==> src/rtl/blink_pkg.sv <==
package blink_pkg;

  localparam int unsigned FRAME_SLOTS = 8;
  localparam int unsigned SLOT_W      = $clog2(FRAME_SLOTS);
  localparam int unsigned PULSE_W     = $clog2(FRAME_SLOTS + 1);
  localparam int unsigned NUM_LEDS    = 2;
  localparam int unsigned LED_RED     = 0;
  localparam int unsigned LED_GREEN   = 1;

  typedef enum logic [1:0] {
    LED_DARK  = 2'd0,
    LED_SOLID = 2'd1,
    LED_PULSE = 2'd2
  } led_mode_e;

  typedef struct packed {
    led_mode_e            mode;
    logic [PULSE_W-1:0]   pulses;
  } led_code_t;

  localparam led_code_t CODE_DARK  = '{mode: LED_DARK,  pulses: '0};
  localparam led_code_t CODE_SOLID = '{mode: LED_SOLID, pulses: '0};

  function automatic led_code_t pulse_code(input int unsigned n);
    led_code_t c;
    c.mode   = LED_PULSE;
    c.pulses = PULSE_W'(n);
    return c;
  endfunction

endpackage

==> src/rtl/blink_sync.sv <==
module blink_sync #(
  parameter int unsigned WIDTH  = 4,
  parameter int unsigned STAGES = 2,
  parameter logic [WIDTH-1:0] RST_VAL = '0
) (
  input  logic             clk,
  input  logic             rst,
  input  logic [WIDTH-1:0] d_i,
  output logic [WIDTH-1:0] q_o
);

  logic [WIDTH-1:0] stg [STAGES];

  always_ff @(posedge clk) begin
    if (rst) stg[0] <= RST_VAL;
    else     stg[0] <= d_i;
  end

  for (genvar s = 1; s < STAGES; s++) begin : g_stage
    always_ff @(posedge clk) begin
      if (rst) stg[s] <= RST_VAL;
      else     stg[s] <= stg[s-1];
    end
  end

  assign q_o = stg[STAGES-1];

endmodule

==> src/rtl/blink_timebase.sv <==
module blink_timebase
  import blink_pkg::*;
#(
  parameter int unsigned SLOT_CYCLES = 6_250_000,
  localparam int unsigned DIV_W      = $clog2(SLOT_CYCLES)
) (
  input  logic              clk,
  input  logic              rst,
  output logic [DIV_W-1:0]  div_cnt_o,
  output logic [SLOT_W-1:0] slot_idx_o,
  output logic              first_half_o,
  output logic              frame_end_o
);

  localparam logic [DIV_W-1:0]  DIV_LAST  = DIV_W'(SLOT_CYCLES - 1);
  localparam logic [DIV_W-1:0]  DIV_HALF  = DIV_W'(SLOT_CYCLES / 2);
  localparam logic [SLOT_W-1:0] SLOT_LAST = SLOT_W'(FRAME_SLOTS - 1);

  logic [DIV_W-1:0]  div_q;
  logic [SLOT_W-1:0] slot_q;
  logic              div_wrap;

  assign div_wrap = (div_q == DIV_LAST);

  always_ff @(posedge clk) begin
    if (rst) begin
      div_q  <= '0;
      slot_q <= '0;
    end else if (div_wrap) begin
      div_q  <= '0;
      slot_q <= (slot_q == SLOT_LAST) ? '0 : slot_q + 1'b1;
    end else begin
      div_q  <= div_q + 1'b1;
    end
  end

  assign div_cnt_o    = div_q;
  assign slot_idx_o   = slot_q;
  assign first_half_o = (div_q < DIV_HALF);
  assign frame_end_o  = div_wrap && (slot_q == SLOT_LAST);

endmodule

==> src/rtl/blink_code_sel.sv <==
module blink_code_sel
  import blink_pkg::*;
#(
  parameter int unsigned PWR_ERR_PULSES = 1,
  parameter int unsigned USB_ERR_PULSES = 5,
  parameter int unsigned JTAG_PULSES    = 5
) (
  input  logic      pgood_i,
  input  logic      rail_ok_i,
  input  logic      usb_oc_n_i,
  input  logic      jtag_sel_i,
  output led_code_t red_code_o,
  output led_code_t green_code_o
);

  localparam led_code_t PWR_CODE  = pulse_code(PWR_ERR_PULSES);
  localparam led_code_t USB_CODE  = pulse_code(USB_ERR_PULSES);
  localparam led_code_t JTAG_CODE = pulse_code(JTAG_PULSES);

  logic pwr_fail;
  logic usb_fail;

  assign pwr_fail = !pgood_i || !rail_ok_i;
  assign usb_fail = !usb_oc_n_i;

  always_comb begin
    if (pwr_fail)      red_code_o = PWR_CODE;
    else if (usb_fail) red_code_o = USB_CODE;
    else               red_code_o = CODE_DARK;
  end

  always_comb begin
    if (jtag_sel_i)                 green_code_o = JTAG_CODE;
    else if (!pwr_fail && !usb_fail) green_code_o = CODE_SOLID;
    else                            green_code_o = CODE_DARK;
  end

endmodule

==> src/rtl/blink_led_drv.sv <==
module blink_led_drv
  import blink_pkg::*;
(
  input  logic              clk,
  input  logic              rst,
  input  logic              frame_end_i,
  input  logic [SLOT_W-1:0] slot_idx_i,
  input  logic              first_half_i,
  input  led_code_t         code_i,
  output led_code_t         code_q_o,
  output logic              led_o
);

  led_code_t code_q;
  logic      lit;
  logic      led_q;

  always_comb begin
    case (code_q.mode)
      LED_SOLID: lit = 1'b1;
      LED_PULSE: lit = first_half_i && (PULSE_W'(slot_idx_i) < code_q.pulses);
      default:   lit = 1'b0;
    endcase
  end

  always_ff @(posedge clk) begin
    if (rst) begin
      code_q <= CODE_DARK;
      led_q  <= 1'b0;
    end else begin
      if (frame_end_i) code_q <= code_i;
      led_q <= lit;
    end
  end

  assign code_q_o = code_q;
  assign led_o    = led_q;

endmodule

==> src/rtl/status_blink_top.sv <==
module status_blink_top
  import blink_pkg::*;
#(
  parameter int unsigned SLOT_CYCLES    = 6_250_000,
  parameter int unsigned SYNC_STAGES    = 2,
  parameter int unsigned PWR_ERR_PULSES = 1,
  parameter int unsigned USB_ERR_PULSES = 5,
  parameter int unsigned JTAG_PULSES    = 5
) (
  input  logic clk,
  input  logic rst,
  input  logic som_pgood_i,
  input  logic som_3v3_i,
  input  logic usb_oc_n_i,
  input  logic jtag_cpld_sel_i,
  output logic led_red_o,
  output logic led_green_o
);

  localparam int unsigned DIV_W  = $clog2(SLOT_CYCLES);
  localparam int unsigned NUM_IN = 4;

  logic [NUM_IN-1:0] raw_lv;
  logic [NUM_IN-1:0] sync_lv;
  logic              pg_s, v33_s, usb_s, jtag_s;

  logic [DIV_W-1:0]  div_cnt;
  logic [SLOT_W-1:0] slot_idx;
  logic              first_half;
  logic              frame_end;

  led_code_t         sel_code [NUM_LEDS];
  led_code_t         act_code [NUM_LEDS];
  logic [NUM_LEDS-1:0] led_bits;
  led_code_t         red_act, green_act;

  assign raw_lv = {jtag_cpld_sel_i, usb_oc_n_i, som_3v3_i, som_pgood_i};

  blink_sync #(
    .WIDTH  (NUM_IN),
    .STAGES (SYNC_STAGES),
    .RST_VAL('0)
  ) u_sync (
    .clk (clk),
    .rst (rst),
    .d_i (raw_lv),
    .q_o (sync_lv)
  );

  assign pg_s   = sync_lv[0];
  assign v33_s  = sync_lv[1];
  assign usb_s  = sync_lv[2];
  assign jtag_s = sync_lv[3];

  blink_timebase #(
    .SLOT_CYCLES(SLOT_CYCLES)
  ) u_timebase (
    .clk          (clk),
    .rst          (rst),
    .div_cnt_o    (div_cnt),
    .slot_idx_o   (slot_idx),
    .first_half_o (first_half),
    .frame_end_o  (frame_end)
  );

  blink_code_sel #(
    .PWR_ERR_PULSES(PWR_ERR_PULSES),
    .USB_ERR_PULSES(USB_ERR_PULSES),
    .JTAG_PULSES   (JTAG_PULSES)
  ) u_code_sel (
    .pgood_i      (pg_s),
    .rail_ok_i    (v33_s),
    .usb_oc_n_i   (usb_s),
    .jtag_sel_i   (jtag_s),
    .red_code_o   (sel_code[LED_RED]),
    .green_code_o (sel_code[LED_GREEN])
  );

  for (genvar g = 0; g < NUM_LEDS; g++) begin : g_led
    blink_led_drv u_drv (
      .clk          (clk),
      .rst          (rst),
      .frame_end_i  (frame_end),
      .slot_idx_i   (slot_idx),
      .first_half_i (first_half),
      .code_i       (sel_code[g]),
      .code_q_o     (act_code[g]),
      .led_o        (led_bits[g])
    );
  end

  assign red_act     = act_code[LED_RED];
  assign green_act   = act_code[LED_GREEN];
  assign led_red_o   = led_bits[LED_RED];
  assign led_green_o = led_bits[LED_GREEN];

endmodule

==> config.mk <==
export PLATFORM = sky130hd
export DESIGN_NAME = status_blink_top
export DESIGN_NICKNAME = d
export VERILOG_FILES = /design/src/rtl/blink_pkg.sv /design/src/rtl/blink_sync.sv /design/src/rtl/blink_timebase.sv /design/src/rtl/blink_code_sel.sv /design/src/rtl/blink_led_drv.sv /design/src/rtl/status_blink_top.sv
export SDC_FILE = /design/constraint.sdc
export NUM_CORES = 1
export LEC_CHECK = 0
export ABC_AREA = 1
export BUFFER_PORTS_ARGS = -buffer_cell sky130_fd_sc_hd__buf_2
export CAP_MARGIN = 20
export CORE_MARGIN = 3
export CORE_UTILIZATION = 31
export CTS_CLUSTER_DIAMETER = 80
export DETAILED_ROUTE_END_ITERATION = 10
export PLACE_DENSITY = 0.51
export SYNTH_ARGS = -nofsm -noshare
export SYNTH_HDL_FRONTEND = slang
export SYNTH_HIERARCHICAL = 1
export SYNTH_SLANG_ARGS = --single-unit
==> constraint.sdc <==
create_clock -name clk -period 1.87 [get_ports clk]
set_input_delay 0.187 -clock clk [delete_from_list [all_inputs] [get_ports clk]]
set_output_delay 0.187 -clock clk [all_outputs]
set_load 0.05 [all_outputs]
==> tab_implementation.tex <==
\begin{tabular}{lr}
\hline
Metric & Value \\
\hline
\multicolumn{2}{l}{\textbf{Setup path}} \\
Worst-path cell chain & ha\_1 > nand3\_1 > nor2\_2 > nand3\_4 > nor2\_2 > inv\_1 > o21ai\_0 > a21oi\_1 \\
CP max-delay cell & sky130\_fd\_sc\_hd\_\_dfxtp\_1 \\
Cell with the most instances on the worst path & sky130\_fd\_sc\_hd\_\_nor2\_2 \\
Req. time, crit path & 2060 ps \\
Kind of end point of the critical path & flop \\
Critical Path Source Type & flop \\
Number of cell instances on the worst register-to-register path & 8 \\
Stage delay of the slowest cell on the critical path & 370 ps \\
Data arrival time of the critical path & 1870 ps \\
Largest driver fanout on the critical path & 11 \\
Crit Path Class & reg -> reg \\
\multicolumn{2}{l}{\textbf{Synthesis}} \\
Sequential element share of the synthesized area & 0.375 \\
Netlist Area Pre-Place & 0.00256 sq mm \\
Yosys warning count & 6 \\
Post-synthesis area per instance & 7.13 sq um \\
Synth Register Bits & 48 \\
Cell count after synthesis & 359 \\
Count of unique library cells instantiated by Yosys & 28 \\
\multicolumn{2}{l}{\textbf{Clock tree}} \\
Total CTS buffers & 5 \\
Number of setup buffers added after CTS & 0 \\
Longest Clk Path Bufs & 2 \\
CTS tree & built \\
Clock-pin slew on the worst setup and hold paths & 100 ps \\
Max H-tree Level & 2 \\
Root buffer cell & sky130\_fd\_sc\_hd\_\_clkbuf\_8 \\
Number of sinks driven by the clock tree & 48 \\
Clock latency on the worst-skew pair & 300 ps \\
\multicolumn{2}{l}{\textbf{Route}} \\
Post-route antenna net violation count & 0 \\
Wire length per cell & 10.4 microns \\
Final wirelength & 4870 microns \\
Total number of vias & 2055 \\
Via-to-Cell Ratio & 4.37 \\
Number of remaining DRC errors & 0 \\
Number of design-rule violations left by the first detailed-router iteration & 76 \\
1st-pass router iterations & 4 \\
\multicolumn{2}{l}{\textbf{Die}} \\
Number of primary I/O pins & 8 \\
Core footprint & 0.00789 sq mm \\
Height of the die & 96.9 microns \\
Row count & 32 \\
Starting utilization of the core area & 0.325 \\
DIE AREA & 0.00938 sq mm \\
Die X-Extent & 96.9 microns \\
\multicolumn{2}{l}{\textbf{STA}} \\
Max frequency & 597 MHz \\
Setup repair after global routing missed its margin & false \\
Post-layout minimum cycle time & 1670 ps \\
Max-slew violation count & 0 \\
Setup Total Neg Slack & 0 ps \\
Worst hold slack across all endpoints & 74.5 ps \\
Setup-violating endpoint count in the final report & 0 \\
Worst setup skew after layout & 13.0 ps \\
Portion of the clock cycle consumed by the worst path in the final layout & 0.895 \\
Final-report hold violation count & 0 \\
\multicolumn{2}{l}{\textbf{Place}} \\
Number of port buffers & 7 \\
Hpwl dp & 3700 microns \\
Routability congestion estimate from global placement & 0.808 \\
Placed cell count & 462 \\
\multicolumn{2}{l}{\textbf{Power and ir drop}} \\
Power Dens Cells & 719 mW/mm\^{}2 \\
Pwr Total & 2.00 mW \\
Cell leakage power & 1.11 nW \\
Peak ir drop on the vdd network & 0.321 mV \\
\multicolumn{2}{l}{\textbf{GRT}} \\
Wire length of the first global-routing pass & 8390 microns \\
Number of antenna violations at the first check in global routing & 0 \\
GRT Util Overall & 0.107 \\
Overall overflow remaining after global route & 0 \\
Largest net degree at the start of global routing & 17 \\
Via count of the first global-routing pass & 1900 \\
\multicolumn{2}{l}{\textbf{Finish}} \\
Core Util, Final & 0.353 \\
Most common cell after layout, fill and taps aside & sky130\_fd\_sc\_hd\_\_nor2\_1 \\
Layout Cells excl Fill & 470 \\
Share of cells above drive strength 1 & 0.152 \\
Number of fill cells & 826 \\
Ant. Diodes & 0 \\
Number of nets in the finished design & 384 \\
Area growth from synthesis to final layout & 8.90\% \\
Most frequent cells in the layout & sky130\_fd\_sc\_hd\_\_nor2\_1 (63), sky130\_fd\_sc\_hd\_\_inv\_1 (56), sky130\_fd\_sc\_hd\_\_nand2\_1 (53), sky130\_fd\_sc\_hd\_\_dfxtp\_1 (48), sky130\_fd\_sc\_hd\_\_nand3\_1 (25) \\
\multicolumn{2}{l}{\textbf{Worst hold path}} \\
Worst Hold Path Cells & 3 \\
Type of the tightest min-delay check & in -> reg \\
\multicolumn{2}{l}{\textbf{Outcome}} \\
Result of the run & completed \\
\multicolumn{2}{l}{\textbf{Job}} \\
Max-Cap Viols & 0 \\
\hline
\end{tabular}
==> sequential cells by signal, summed over array words and instances (netlist names) <==
name,count
u_timebase/div_cnt_o,23
g_led.u_drv/code_q_o,12
u_sync/stg,8
u_timebase/slot_idx_o,3
g_led.u_drv/led_o,2
==> synthesized netlist by cell type <==
cell type | n | share of area
sky130_fd_sc_hd__buf_4 | 9 | 0.026
sky130_fd_sc_hd__buf_2 | 2 | 0.0039
sky130_fd_sc_hd__o21ai_0 | 14 | 0.027
sky130_fd_sc_hd__buf_12 | 1 | 0.0078
sky130_fd_sc_hd__nand4_1 | 4 | 0.0098
sky130_fd_sc_hd__ha_1 | 11 | 0.054
sky130_fd_sc_hd__nand3_2 | 4 | 0.016
sky130_fd_sc_hd__nand2_1 | 53 | 0.078
sky130_fd_sc_hd__or2_2 | 2 | 0.0049
sky130_fd_sc_hd__nor3_1 | 2 | 0.0039
sky130_fd_sc_hd__inv_1 | 57 | 0.084
sky130_fd_sc_hd__nand3_4 | 1 | 0.0068
sky130_fd_sc_hd__xnor2_1 | 3 | 0.010
sky130_fd_sc_hd__buf_1 | 1 | 0.0015
sky130_fd_sc_hd__buf_6 | 3 | 0.013
sky130_fd_sc_hd__a21oi_1 | 22 | 0.043
sky130_fd_sc_hd__nand3_1 | 25 | 0.049
sky130_fd_sc_hd__inv_2 | 2 | 0.0029
sky130_fd_sc_hd__or2_0 | 1 | 0.0024
sky130_fd_sc_hd__dfxtp_1 | 48 | 0.38
sky130_fd_sc_hd__conb_1 | 1 | 0.0015
sky130_fd_sc_hd__nor2_2 | 15 | 0.037
sky130_fd_sc_hd__a21oi_2 | 2 | 0.0068
sky130_fd_sc_hd__nand2_2 | 3 | 0.0073
sky130_fd_sc_hd__nor2_4 | 3 | 0.013
sky130_fd_sc_hd__nor2_1 | 64 | 0.094
sky130_fd_sc_hd__nand2_4 | 1 | 0.0044
sky130_fd_sc_hd__xor2_1 | 5 | 0.017
==> worst max-delay path, delay by kind of cell (launching register included) <==
family / cells / cell delay (ps)
and+or+nand+nor: 4 / 560
adders and majority gates: 1 / 200
AOI/OAI and AO/OA: 2 / 240
DFF: 1 / 370
buffers and inverters: 1 / 180
==> through the flow <==
step,worst slack [ps],area (sq um)
2_1_floorplan,251,2570
3_3_place_gp,192,2650
3_5_place_dp,132,2650
4_1_cts,112,2790
5_1_grt,30.3,2790
6_report,196,2790
==> power breakdown <==
group / total (mW) / switching (mW) / internal, mW / leakage [nW]
registers: 1.04 / 0.00748 / 1.03 / 0.389
logic: 0.0532 / 0.0351 / 0.0181 / 0.655
clock network: 0.908 / 0.370 / 0.538 / 0.0687
total: 2.00 / 0.412 / 1.59 / 1.11
==> kinds of logic after synthesis <==
logic type                 Yosys count  synth area share
and+or+nand+nor                    178             0.326
DFF                                 48             0.375
buffers and inverters               75             0.139
other                                1           0.00146
AOI/OAI and AO/OA                   38            0.0772
adders and majority gates           11            0.0538
xor gates and xnor gates             8            0.0274
==> timing repair <==
| item | in CTS | in global routing |
|---|---|---|
| hold endpoints to repair | 0 | 0 |
| hold buffers | 0 | 0 |
| resized for setup | 0 | 2 |
| endpoints found under the setup margin | 0 | 10 |
==> routing by layer <==
| metal | vias to the layer above | wire length [microns] | global-route usage |
|---|---|---|---|
| met4 | 0 | 59 | 0.0324 |
| li1 | 1112 | - | - |
| met1 | 902 | 2480 | 0.139 |
| met3 | 7 | 200 | 0.0216 |
| met2 | 34 | 2120 | 0.179 |
| met5 | - | 0 | 0 |
==> layout make-up <==
cell class | count | area (sq um) | area share
multi-input cells | 240 | 1260 | 0.452
flip-flops and latches | 48 | 961 | 0.345
inverters | 59 | 221 | 0.0794
well taps | 102 | 128 | 0.0458
repair buffers | 13 | 80.1 | 0.0287
clock buffers | 5 | 68.8 | 0.0247
clock inverters | 3 | 68.8 | 0.0247
==> worst paths after layout <==
path / start / slack, ps / endpoint
worst min-delay path: som_pgood_i / 70 / u_sync/stg[0][0]$_SDFF_PP0_
worst max-delay path: u_timebase/div_cnt_o[0]$_SDFF_PP0_ / 200 / g_led[0].u_drv/code_q_o[5]$_SDFFE_PP0P_
worst max register to register: u_timebase/div_cnt_o[0]$_SDFF_PP0_ / 200 / g_led[0].u_drv/code_q_o[5]$_SDFFE_PP0P_
worst min register to register: u_sync/stg[0][2]$_SDFF_PP0_ / 410 / u_sync/stg[1][2]$_SDFF_PP0_
Power figures use the tool's default switching activity.
